<file path="src/rtl/sfifo_pkg.sv">
`timescale 1ns/1ps
package sfifo_pkg;

  // Pacer states: idle, counting down the arm delay, running at divide-by-N
  typedef enum logic [1:0] {
    PACE_IDLE = 2'd0,
    PACE_WAIT = 2'd1,
    PACE_RUN  = 2'd2
  } pace_state_e;

endpackage

</file>
<file path="src/rtl/sfifo_store.sv">
`timescale 1ns/1ps
// Two-port storage with a registered read port, written for block RAM inference.
module sfifo_store #(
  parameter int DATA_W = 16,
  parameter int IDX_W  = 4
) (
  input  logic              clk,
  input  logic              rst,
  input  logic              we,
  input  logic [IDX_W-1:0]  waddr,
  input  logic [DATA_W-1:0] wdata,
  input  logic              re,
  input  logic [IDX_W-1:0]  raddr,
  output logic [DATA_W-1:0] rdata
);
  localparam int DEPTH = 1 << IDX_W;

  logic [DATA_W-1:0] mem [DEPTH];

  always_ff @(posedge clk) begin
    if (we) mem[waddr] <= wdata;
  end

  // The output register has a synchronous reset, as block RAM output registers allow
  always_ff @(posedge clk) begin
    if (rst)     rdata <= '0;
    else if (re) rdata <= mem[raddr];
  end
endmodule

</file>
<file path="src/rtl/sfifo_wptr.sv">
`timescale 1ns/1ps
// Full-width write pointer: loadable, advances on accepted writes only.
module sfifo_wptr #(
  parameter int ADDR_W = 20
) (
  input  logic              clk,
  input  logic              rst,
  input  logic              load,
  input  logic [ADDR_W-1:0] load_val,
  input  logic              inc,
  output logic [ADDR_W-1:0] ptr
);
  always_ff @(posedge clk) begin
    if (rst)       ptr <= '0;
    else if (load) ptr <= load_val;
    else if (inc)  ptr <= ptr + ADDR_W'(1);
  end
endmodule

</file>
<file path="src/rtl/sfifo_pacer.sv">
`timescale 1ns/1ps
// Trigger-armed read pacer: a start delay, then one step every N clocks.
module sfifo_pacer
  import sfifo_pkg::*;
#(
  parameter int DIV_W   = 5,
  parameter int DLY_W   = 8,
  parameter int MAX_DIV = 16
) (
  input  logic             clk,
  input  logic             rst,
  input  logic             arm,
  input  logic [DLY_W-1:0] arm_delay,
  input  logic             stop,
  input  logic [DIV_W-1:0] rate,
  output logic             step,
  output logic             armed,
  output logic             div_one
);
  localparam logic [DIV_W-1:0] RATE_MAX = DIV_W'(MAX_DIV);
  localparam logic [DIV_W-1:0] RATE_MIN = DIV_W'(1);

  pace_state_e      state;
  logic [DLY_W-1:0] dly_cnt;
  logic [DIV_W-1:0] div_cnt;
  logic [DIV_W-1:0] rate_eff;

  // Clamp N into 1..MAX_DIV
  always_comb begin
    if (rate == '0)          rate_eff = RATE_MIN;
    else if (rate > RATE_MAX) rate_eff = RATE_MAX;
    else                     rate_eff = rate;
  end

  assign div_one = (rate_eff == RATE_MIN);
  assign armed   = (state != PACE_IDLE);
  assign step    = ((state == PACE_WAIT) && (dly_cnt == '0)) ||
                   ((state == PACE_RUN)  && (div_cnt == '0));

  always_ff @(posedge clk) begin
    if (rst) begin
      state   <= PACE_IDLE;
      dly_cnt <= '0;
      div_cnt <= '0;
    end else if (arm) begin
      state   <= PACE_WAIT;
      dly_cnt <= arm_delay;
      div_cnt <= '0;
    end else if (stop) begin
      state   <= PACE_IDLE;
    end else begin
      unique case (state)
        PACE_WAIT: begin
          if (dly_cnt == '0) begin
            state   <= PACE_RUN;
            div_cnt <= rate_eff - RATE_MIN;
          end else begin
            dly_cnt <= dly_cnt - DLY_W'(1);
          end
        end
        PACE_RUN: begin
          if (div_cnt == '0) div_cnt <= rate_eff - RATE_MIN;
          else               div_cnt <= div_cnt - DIV_W'(1);
        end
        default: ;
      endcase
    end
  end
endmodule

</file>
<file path="src/rtl/armed_stream_fifo.sv">
`timescale 1ns/1ps
// Sixteen-entry streaming buffer with trigger-armed, divide-by-N read pacing.
module armed_stream_fifo #(
  parameter int DATA_W = 16,
  parameter int ADDR_W = 20,
  parameter int IDX_W  = 4,
  parameter int DIV_W  = 5,
  parameter int DLY_W  = 8
) (
  input  logic              clk,
  input  logic              rst,
  input  logic              wr_load,
  input  logic [ADDR_W-1:0] wr_load_addr,
  input  logic              wr_en,
  input  logic [DATA_W-1:0] wr_data,
  input  logic              arm,
  input  logic [DLY_W-1:0]  arm_delay,
  input  logic              stream_stop,
  input  logic [DIV_W-1:0]  rate_n,
  output logic [ADDR_W-1:0] mem_addr,
  output logic              full,
  output logic              empty,
  output logic              streaming,
  output logic [DATA_W-1:0] dout,
  output logic              dout_valid,
  output logic              overflow,
  output logic              underrun
);
  localparam int TAG_W   = IDX_W + 1;
  localparam int MAX_DIV = 1 << IDX_W;

  logic [ADDR_W-1:0] wptr;
  logic [TAG_W-1:0]  wr_tag;
  logic [TAG_W-1:0]  rd_tag;
  logic              step, div_one;
  logic              is_empty, is_full;
  logic              wr_ok, pop, pass, starve;
  logic [DATA_W-1:0] mem_q;
  logic [DATA_W-1:0] pass_q;
  logic              pass_sel;

  assign wr_tag   = wptr[TAG_W-1:0];
  assign is_empty = (wr_tag == rd_tag);
  assign is_full  = (wr_tag[IDX_W-1:0] == rd_tag[IDX_W-1:0]) &&
                    (wr_tag[IDX_W] != rd_tag[IDX_W]);

  // Qualified events; a pointer load takes priority over everything else
  assign wr_ok  = wr_en && !wr_load && !is_full;
  assign pop    = step && !wr_load && !is_empty;
  assign pass   = step && !wr_load && is_empty && wr_ok && div_one;
  assign starve = step && !wr_load && is_empty && !pass;

  sfifo_wptr #(.ADDR_W(ADDR_W)) wptr_i (
    .clk      (clk),
    .rst      (rst),
    .load     (wr_load),
    .load_val (wr_load_addr),
    .inc      (wr_ok),
    .ptr      (wptr)
  );

  sfifo_pacer #(.DIV_W(DIV_W), .DLY_W(DLY_W), .MAX_DIV(MAX_DIV)) pacer_i (
    .clk       (clk),
    .rst       (rst),
    .arm       (arm),
    .arm_delay (arm_delay),
    .stop      (stream_stop),
    .rate      (rate_n),
    .step      (step),
    .armed     (streaming),
    .div_one   (div_one)
  );

  sfifo_store #(.DATA_W(DATA_W), .IDX_W(IDX_W)) store_i (
    .clk   (clk),
    .rst   (rst),
    .we    (wr_ok),
    .waddr (wptr[IDX_W-1:0]),
    .wdata (wr_data),
    .re    (pop),
    .raddr (rd_tag[IDX_W-1:0]),
    .rdata (mem_q)
  );

  // Read tag: realigned on load, advanced by a pop or a pass-through
  always_ff @(posedge clk) begin
    if (rst)              rd_tag <= '0;
    else if (wr_load)     rd_tag <= wr_load_addr[TAG_W-1:0];
    else if (pop || pass) rd_tag <= rd_tag + TAG_W'(1);
  end

  // Pass-through register and output select
  always_ff @(posedge clk) begin
    if (rst) begin
      pass_q   <= '0;
      pass_sel <= 1'b0;
    end else begin
      if (pass)        pass_q   <= wr_data;
      if (pop || pass) pass_sel <= pass;
    end
  end

  always_ff @(posedge clk) begin
    if (rst) begin
      dout_valid <= 1'b0;
      overflow   <= 1'b0;
      underrun   <= 1'b0;
    end else begin
      dout_valid <= pop || pass;
      overflow   <= wr_en && !wr_load && is_full;
      underrun   <= starve;
    end
  end

  assign dout     = pass_sel ? pass_q : mem_q;
  assign mem_addr = wptr;
  assign full     = is_full;
  assign empty    = is_empty;
endmodule

</file>
<file path="config.mk">
export PLATFORM = sky130hd
export DESIGN_NAME = armed_stream_fifo
export DESIGN_NICKNAME = d
export VERILOG_FILES = /design/src/rtl/sfifo_pkg.sv /design/src/rtl/sfifo_store.sv /design/src/rtl/sfifo_wptr.sv /design/src/rtl/sfifo_pacer.sv /design/src/rtl/armed_stream_fifo.sv
export SDC_FILE = /design/constraint.sdc
export NUM_CORES = 1
export LEC_CHECK = 0
export ABC_CLOCK_PERIOD_IN_PS = 6100
export BUFFER_PORTS_ARGS = -buffer_cell sky130_fd_sc_hd__buf_2
export CAP_MARGIN = 20
export CORE_MARGIN = 2
export CORE_UTILIZATION = 40
export DETAILED_ROUTE_END_ITERATION = 12
export HOLD_SLACK_MARGIN = 0.12
export PLACE_DENSITY_LB_ADDON = 0.2
export SLEW_MARGIN = 5
export SYNTH_ARGS = -nofsm -noshare
export SYNTH_HDL_FRONTEND = slang
export SYNTH_SLANG_ARGS = --single-unit
</file>
<file path="constraint.sdc">
create_clock -name clk -period 6.1 [get_ports clk]
set_clock_uncertainty 0.05 [all_clocks]
set_input_delay 0.305 -clock clk [delete_from_list [all_inputs] [get_ports clk]]
set_output_delay 0.305 -clock clk [all_outputs]
set_load 0.005 [all_outputs]
</file>
* Word level (Yosys, flattened, before mapping) *
Memory sizes are Yosys's and may differ from the RTL's. A register that Yosys moved wholly into a read port is not among the register bits.
Index checks and enable logic that the tools add are counted.

cells by class
  add/sub/neg operators = 5
  order comparisons = 1
  equality and inequality tests = 9
  multiplexer cells = 20
  bitwise operators = 1
  reduce and logical (&&, ||, !) cells = 34

operators with widths
  kind                   number
  $mux 20                2
  $mux 8                 4
  $mux 5                 6
  $add 20x1->20 const B  1
  $mux 16                1
  $logic_and 1x1->1      12
  $logic_not 5->1        2
  $pmux 5 s2             1
  $reduce_bool 2->1      5
  $sub 5x1->5 const B    2
  $logic_not 8->1        1
  $sub 8x1->8 const B    1
  $mux 1                 6
  $ne 2x2->1 const B     3
  $reduce_and 3->1       2
  $reduce_bool 3->1      2
  $add 5x1->5 const B    1
  $eq 5x1->1 const B     1
  $eq 5x5->1             1
  $gt 5x5->1 const B     1
  $eq 4x4->1             1
  $logic_not 1->1        4
  $reduce_and 2->1       2
  $reduce_or 3->1        1
  other kinds (6)        7

word-level totals
  flip-flop bits (word level) = 60
  RAM bits = 256
  input bits = 55
  output and inout port bits = 42
  logic and storage cells = 82
  memories kept = 1

memories
  name         words  width  read ports  clocked after memory_dff  write ports  line               RTL
  store_i.mem  16     16     1           1                         1            sfifo_store.sv:18  logic [DATA_W-1:0] mem [DEPTH];

* Depth between registers and ports, before layout *
  depth in word-level cells = 10
  gate-level depth with buffers = 9
  mapped depth without buffers = 9

* Modules after synthesis *
Synthesis repeated with hierarchy kept, for this count alone.

second synthesis, totals
  cell total of the unflattened synthesis = 1000
  area total of the unflattened synthesis = 14088.5 µm²

modules (own cells, without submodules)
  module             instances  cells an instance  area each (µm²)  seq. area each (µm²)
  sfifo_store        1          606                10543.9          8007.7
  armed_stream_fifo  1          126                1312.5           500.5
  sfifo_wptr         1          144                1166.1           400.4
  sfifo_pacer        1          124                1066.0           300.3

* Least setup slack after synthesis *
OpenSTA, ideal clock, no wires.

  path kind = register to register
  from = register wptr_i.ptr[2]
  to = memory store_i.mem[0][0], enable pin
  library setup time = 0.436 ns
  arrival = 3.156 ns
  required time = 5.614 ns
  slack = 2.458 ns
  cell stages (with the launch flop) = 7
  buffers on the path = 2
  period minus slack after synthesis = 3.642 ns
  path through = dfxtp_1 -> clkbuf_1 -> xnor2_1 -> nand4_1 -> o21ai_0 -> clkbuf_1 -> nor4b_1

on the way
  word-level cells in the longest chain between the ends = 6

RTL lines
  element                       line                     RTL
  start: declaration            sfifo_wptr.sv:11         output logic [ADDR_W-1:0] ptr
  start signal: assignment      sfifo_wptr.sv:15         else if (load) ptr <= load_val;
  start signal: assignment      sfifo_wptr.sv:16         else if (inc) ptr <= ptr + ADDR_W'(1);
  $eq 4x4->1                    armed_stream_fifo.sv:44  assign is_full = (wr_tag[IDX_W-1:0] == rd_tag[IDX_W-1:0]) &&
  $logic_and 1x1->1             armed_stream_fifo.sv:44
  $logic_not 1->1               armed_stream_fifo.sv:48  assign wr_ok = wr_en && !wr_load && !is_full;
  $logic_and 1x1->1             armed_stream_fifo.sv:48
  $mux 1                        sfifo_store.sv:21        if (we) mem[waddr] <= wdata;
  $mux 1 (not written as such)  sfifo_store.sv:21
  end: declaration              sfifo_store.sv:18

Parallel ways exist; a longest one is shown, timed or not.

* Final worst setup path *
  from = register wptr_i.ptr[2]
  to = memory store_i.mem[7][10], enable pin

Same word-level chain as after synthesis.

==> results.json <==
{
  "post-cts-setup-buffer-count": 0,
  "final_max_slew_viol_count": 0,
  "pwr-share-clk_pct": 42.3,
  "setup_viol": 0,
  "cp_data_required_time_ps": 6190,
  "p_leak_nw": 5.45,
  "post_cts_resized": 0,
  "root_buffer": "clkbuf_16",
  "cts_buffers": 36,
  "p_total_w": 0.00499,
  "instances_no_fill": 1450,
  "overflow": 0,
  "path_cells": "xnor2_1 > nand4_1 > o21ai_0 > buf_4 > nor2_1 > and3_1",
  "crit_arrival_ps": 3560,
  "dp.cells": 1358,
  "critPathTopFamily": "simple AND/OR/NAND/NOR gates",
  "worstSetupPathType": "reg2reg",
  "grt_util_all_layers_pct": 17.9,
  "netSwitchingFraction_pct": 22.7,
  "total_switching_power_w": 0.00113,
  "drive_gt1_share_pct": 25.5,
  "finalWirelength_um": 31700,
  "finalHoldViolCount": 0,
  "num_rows": 67,
  "route.detailed.drc": 0,
  "antenna_found_initial": 1,
  "synth_ff_type": "edfxtp_1",
  "globalplace.congestion": 0.776,
  "cts_max_level": 2,
  "worst_pin_slew_ps": 1110,
  "die_x_um": 189,
  "synth_cells": 853,
  "status": "finished, final reports clean",
  "period_share_pct": 56.9,
  "sequentialPowerShare_pct": 50.3,
  "path_buf_inv": 1,
  "max_cap_violations": 0,
  "firstDrtPassIters": 4,
  "yosysMostFrequentCell": "edfxtp_1",
  "yosysTopAreaCellShare_pct": 56.3,
  "clockBufferDepth": 3,
  "synth-seq-area-share_pct": 67.5,
  "cts.sinks": 332,
  "ys_top_cells_by_area": "edfxtp_1 (56%), dfxtp_1 (11%), mux4_2 (11%)",
  "p_int_w": 0.00386,
  "boundaryPins": 97,
  "hold_slack_ps": 143,
  "synthesis.nets": 922,
  "post_drt_wl_per_cell_um": 21.9,
  "rsz0062_at_grt": "no",
  "dieHeight_um": 189,
  "slew_headroom_pct": 26.1,
  "avgSynthCellArea_um2": 16.0,
  "routed_via_density": 5.43,
  "start_util_pct": 40.7,
  "fmax_ghz": 0.288,
  "drt_iter0_drc": 550,
  "dp_hpwl_um": 19300,
  "ant_nets": 0,
  "grt_max_degree": 57,
  "synth.distinct_cells": 58,
  "n_antenna_cell": 0,
  "core-area_um2": 33500,
  "grt_pass1_wl_um": 48300,
  "synth_edf_count": 256,
  "grt_pass1_vias": 7789,
  "cts_tree": "built",
  "yosysWarningCount": 0,
  "crit_path_max_incr_delay_ps": 830,
  "crit_slowest_cell": "dfxtp_1",
  "clk_pin_slew_ps": 60,
  "insertion_delay_ps": 530,
  "fin_crit_ps": 3470,
  "port_buffers": 96,
  "synth_area_um2": 13700,
  "crit_path_end_kind": "register",
  "peakVddDrop_uv": 243,
  "die_area_um2": 35600,
  "crit_fanout": 19,
  "power-per-cell-area_nw_per_um2": 311,
  "synth_common_cells": "edfxtp_1 (256), dfxtp_1 (76), mux4_2 (64), nor2_1 (48), clkbuf_1 (39)",
  "area_growth_pct": 17.4,
  "start_kind": "register",
  "worst_slack_ps": 2630,
  "min_path_type": "in2reg",
  "tns_ps": 0,
  "async_flop_share_pct": 0,
  "ys_seq_elements": 332,
  "yosysTopAreaCell": "edfxtp_1",
  "fin_nets": 1043,
  "combPwrFrac_pct": 7.4,
  "pre_cts_ws_ps": 2730,
  "vias": 7874
}
-- power by group through the flow --
stage               Clock, W  Sequential, W  Combinational, W
detailed placement         0        0.00256          0.000361
CTS                  0.00216        0.00251          0.000375
global placement           0        0.00255          0.000359
global route         0.00225        0.00251          0.000406
finish               0.00211        0.00251          0.000371
floorplan                  0        0.00254          0.000238
-- worst paths after layout --
check | slack (ps) | startpoint | end | cells past startpoint
worst min-delay path | 140 | wr_data[9] | store_i.mem[9][9] | 1
worst max register to register | 2630 | wptr_i.ptr[2] | store_i.mem[7][10] | 6
worst min register to register | 420 | store_i.rdata[10] | store_i.rdata[10] | 1
worst max-delay path | 2630 | wptr_i.ptr[2] | store_i.mem[7][10] | 6
-- logic make-up after synthesis --
logic type,count (synthesis),synth area share [%]
AOI/OAI and AO/OA,145,7.77
xor gates and xnor gates,25,1.60
adders and majority gates,14,1.28
buffers and inverters,72,2.11
DFF,332,67.5
muxes,103,13.6
and+or+nand+nor,162,6.19
-- cell type report --
type | count | area (µm²)
Timing Repair Buffer | 135 | 838
Clock buffer | 50 | 1020
Sequential cell | 332 | 9210
Inverter | 20 | 75.1
Multi-Input combinational cell | 449 | 4180
Tap cell | 448 | 561
Clock inverter | 16 | 133
Fill cell | 2887 | 17500
-- timing repair --
item / in CTS / in global routing
hold endpoints to repair: 26 / 0
hold buffers: 26 / 0
setup endpoints to repair: 0 / 0
-- per-stage QoR --
step,utilization [%],instance area [µm²]
floorplan,-,13700
global placement,43.6,14600
detailed placement,43.6,14600
CTS,47.8,16000
global route,47.8,16000
finish,47.8,16000
-- flip-flops by register name, indices dropped and copies added (netlist names), 2 cells and up --
name             flops
store_i.mem        256
wptr_i.ptr          20
pass_q              16
store_i.rdata       16
pacer_i.dly_cnt      8
pacer_i.div_cnt      5
rd_tag               5
pacer_i.state        2
-- per-layer routing --
metal  track usage [%]  wire length, µm  part of all wire (%)  vias to the layer above
met5                 0                7                 0.022                        -
met4              4.60              541                   1.7                        2
met3              3.07             1710                   5.4                       49
met2              28.2            14500                    46                      232
met1              26.0            14900                    47                     3958
li1                  -                -                     -                     3633
-- layout by cell type (no fill, tap or decap), types with 4 or more instances in the layout --
cell type	netlist	routed
clkbuf_16	0	36
dlygate4sd3_1	0	26
clkinv_1	1	8
ha_1	14	14
inv_1	19	19
a22oi_1	32	32
dfxtp_1	76	74
buf_2	8	96
xor2_1	9	9
clkbuf_1	39	7
o2111ai_1	5	5
edfxtp_1	256	256
a21oi_1	17	17
nor2_1	48	47
o21a_1	15	15
nand2_1	37	37
mux2i_1	21	21
o21ai_0	11	11
mux2_2	18	18
buf_4	0	13
clkbuf_8	0	7
and3_1	11	11
nor2b_1	6	6
a22o_1	17	17
nand3_1	13	13
a21boi_0	5	5
a31oi_1	7	7
or3_1	5	5
a211oi_1	8	8
nand4_1	4	4
mux4_2	64	64
o211ai_1	12	12
and4b_1	4	4
nor4b_2	0	4
nor3_1	7	7
xnor2_1	16	16
-- worst reg2reg max path, cell delays in order, from the launching register on --
cell	delay, ps
dfxtp_1	830
xnor2_1	210
nand4_1	670
o21ai_0	420
buf_4	280
nor2_1	100
and3_1	530
Note: power is estimated with default switching activity, not from simulation.
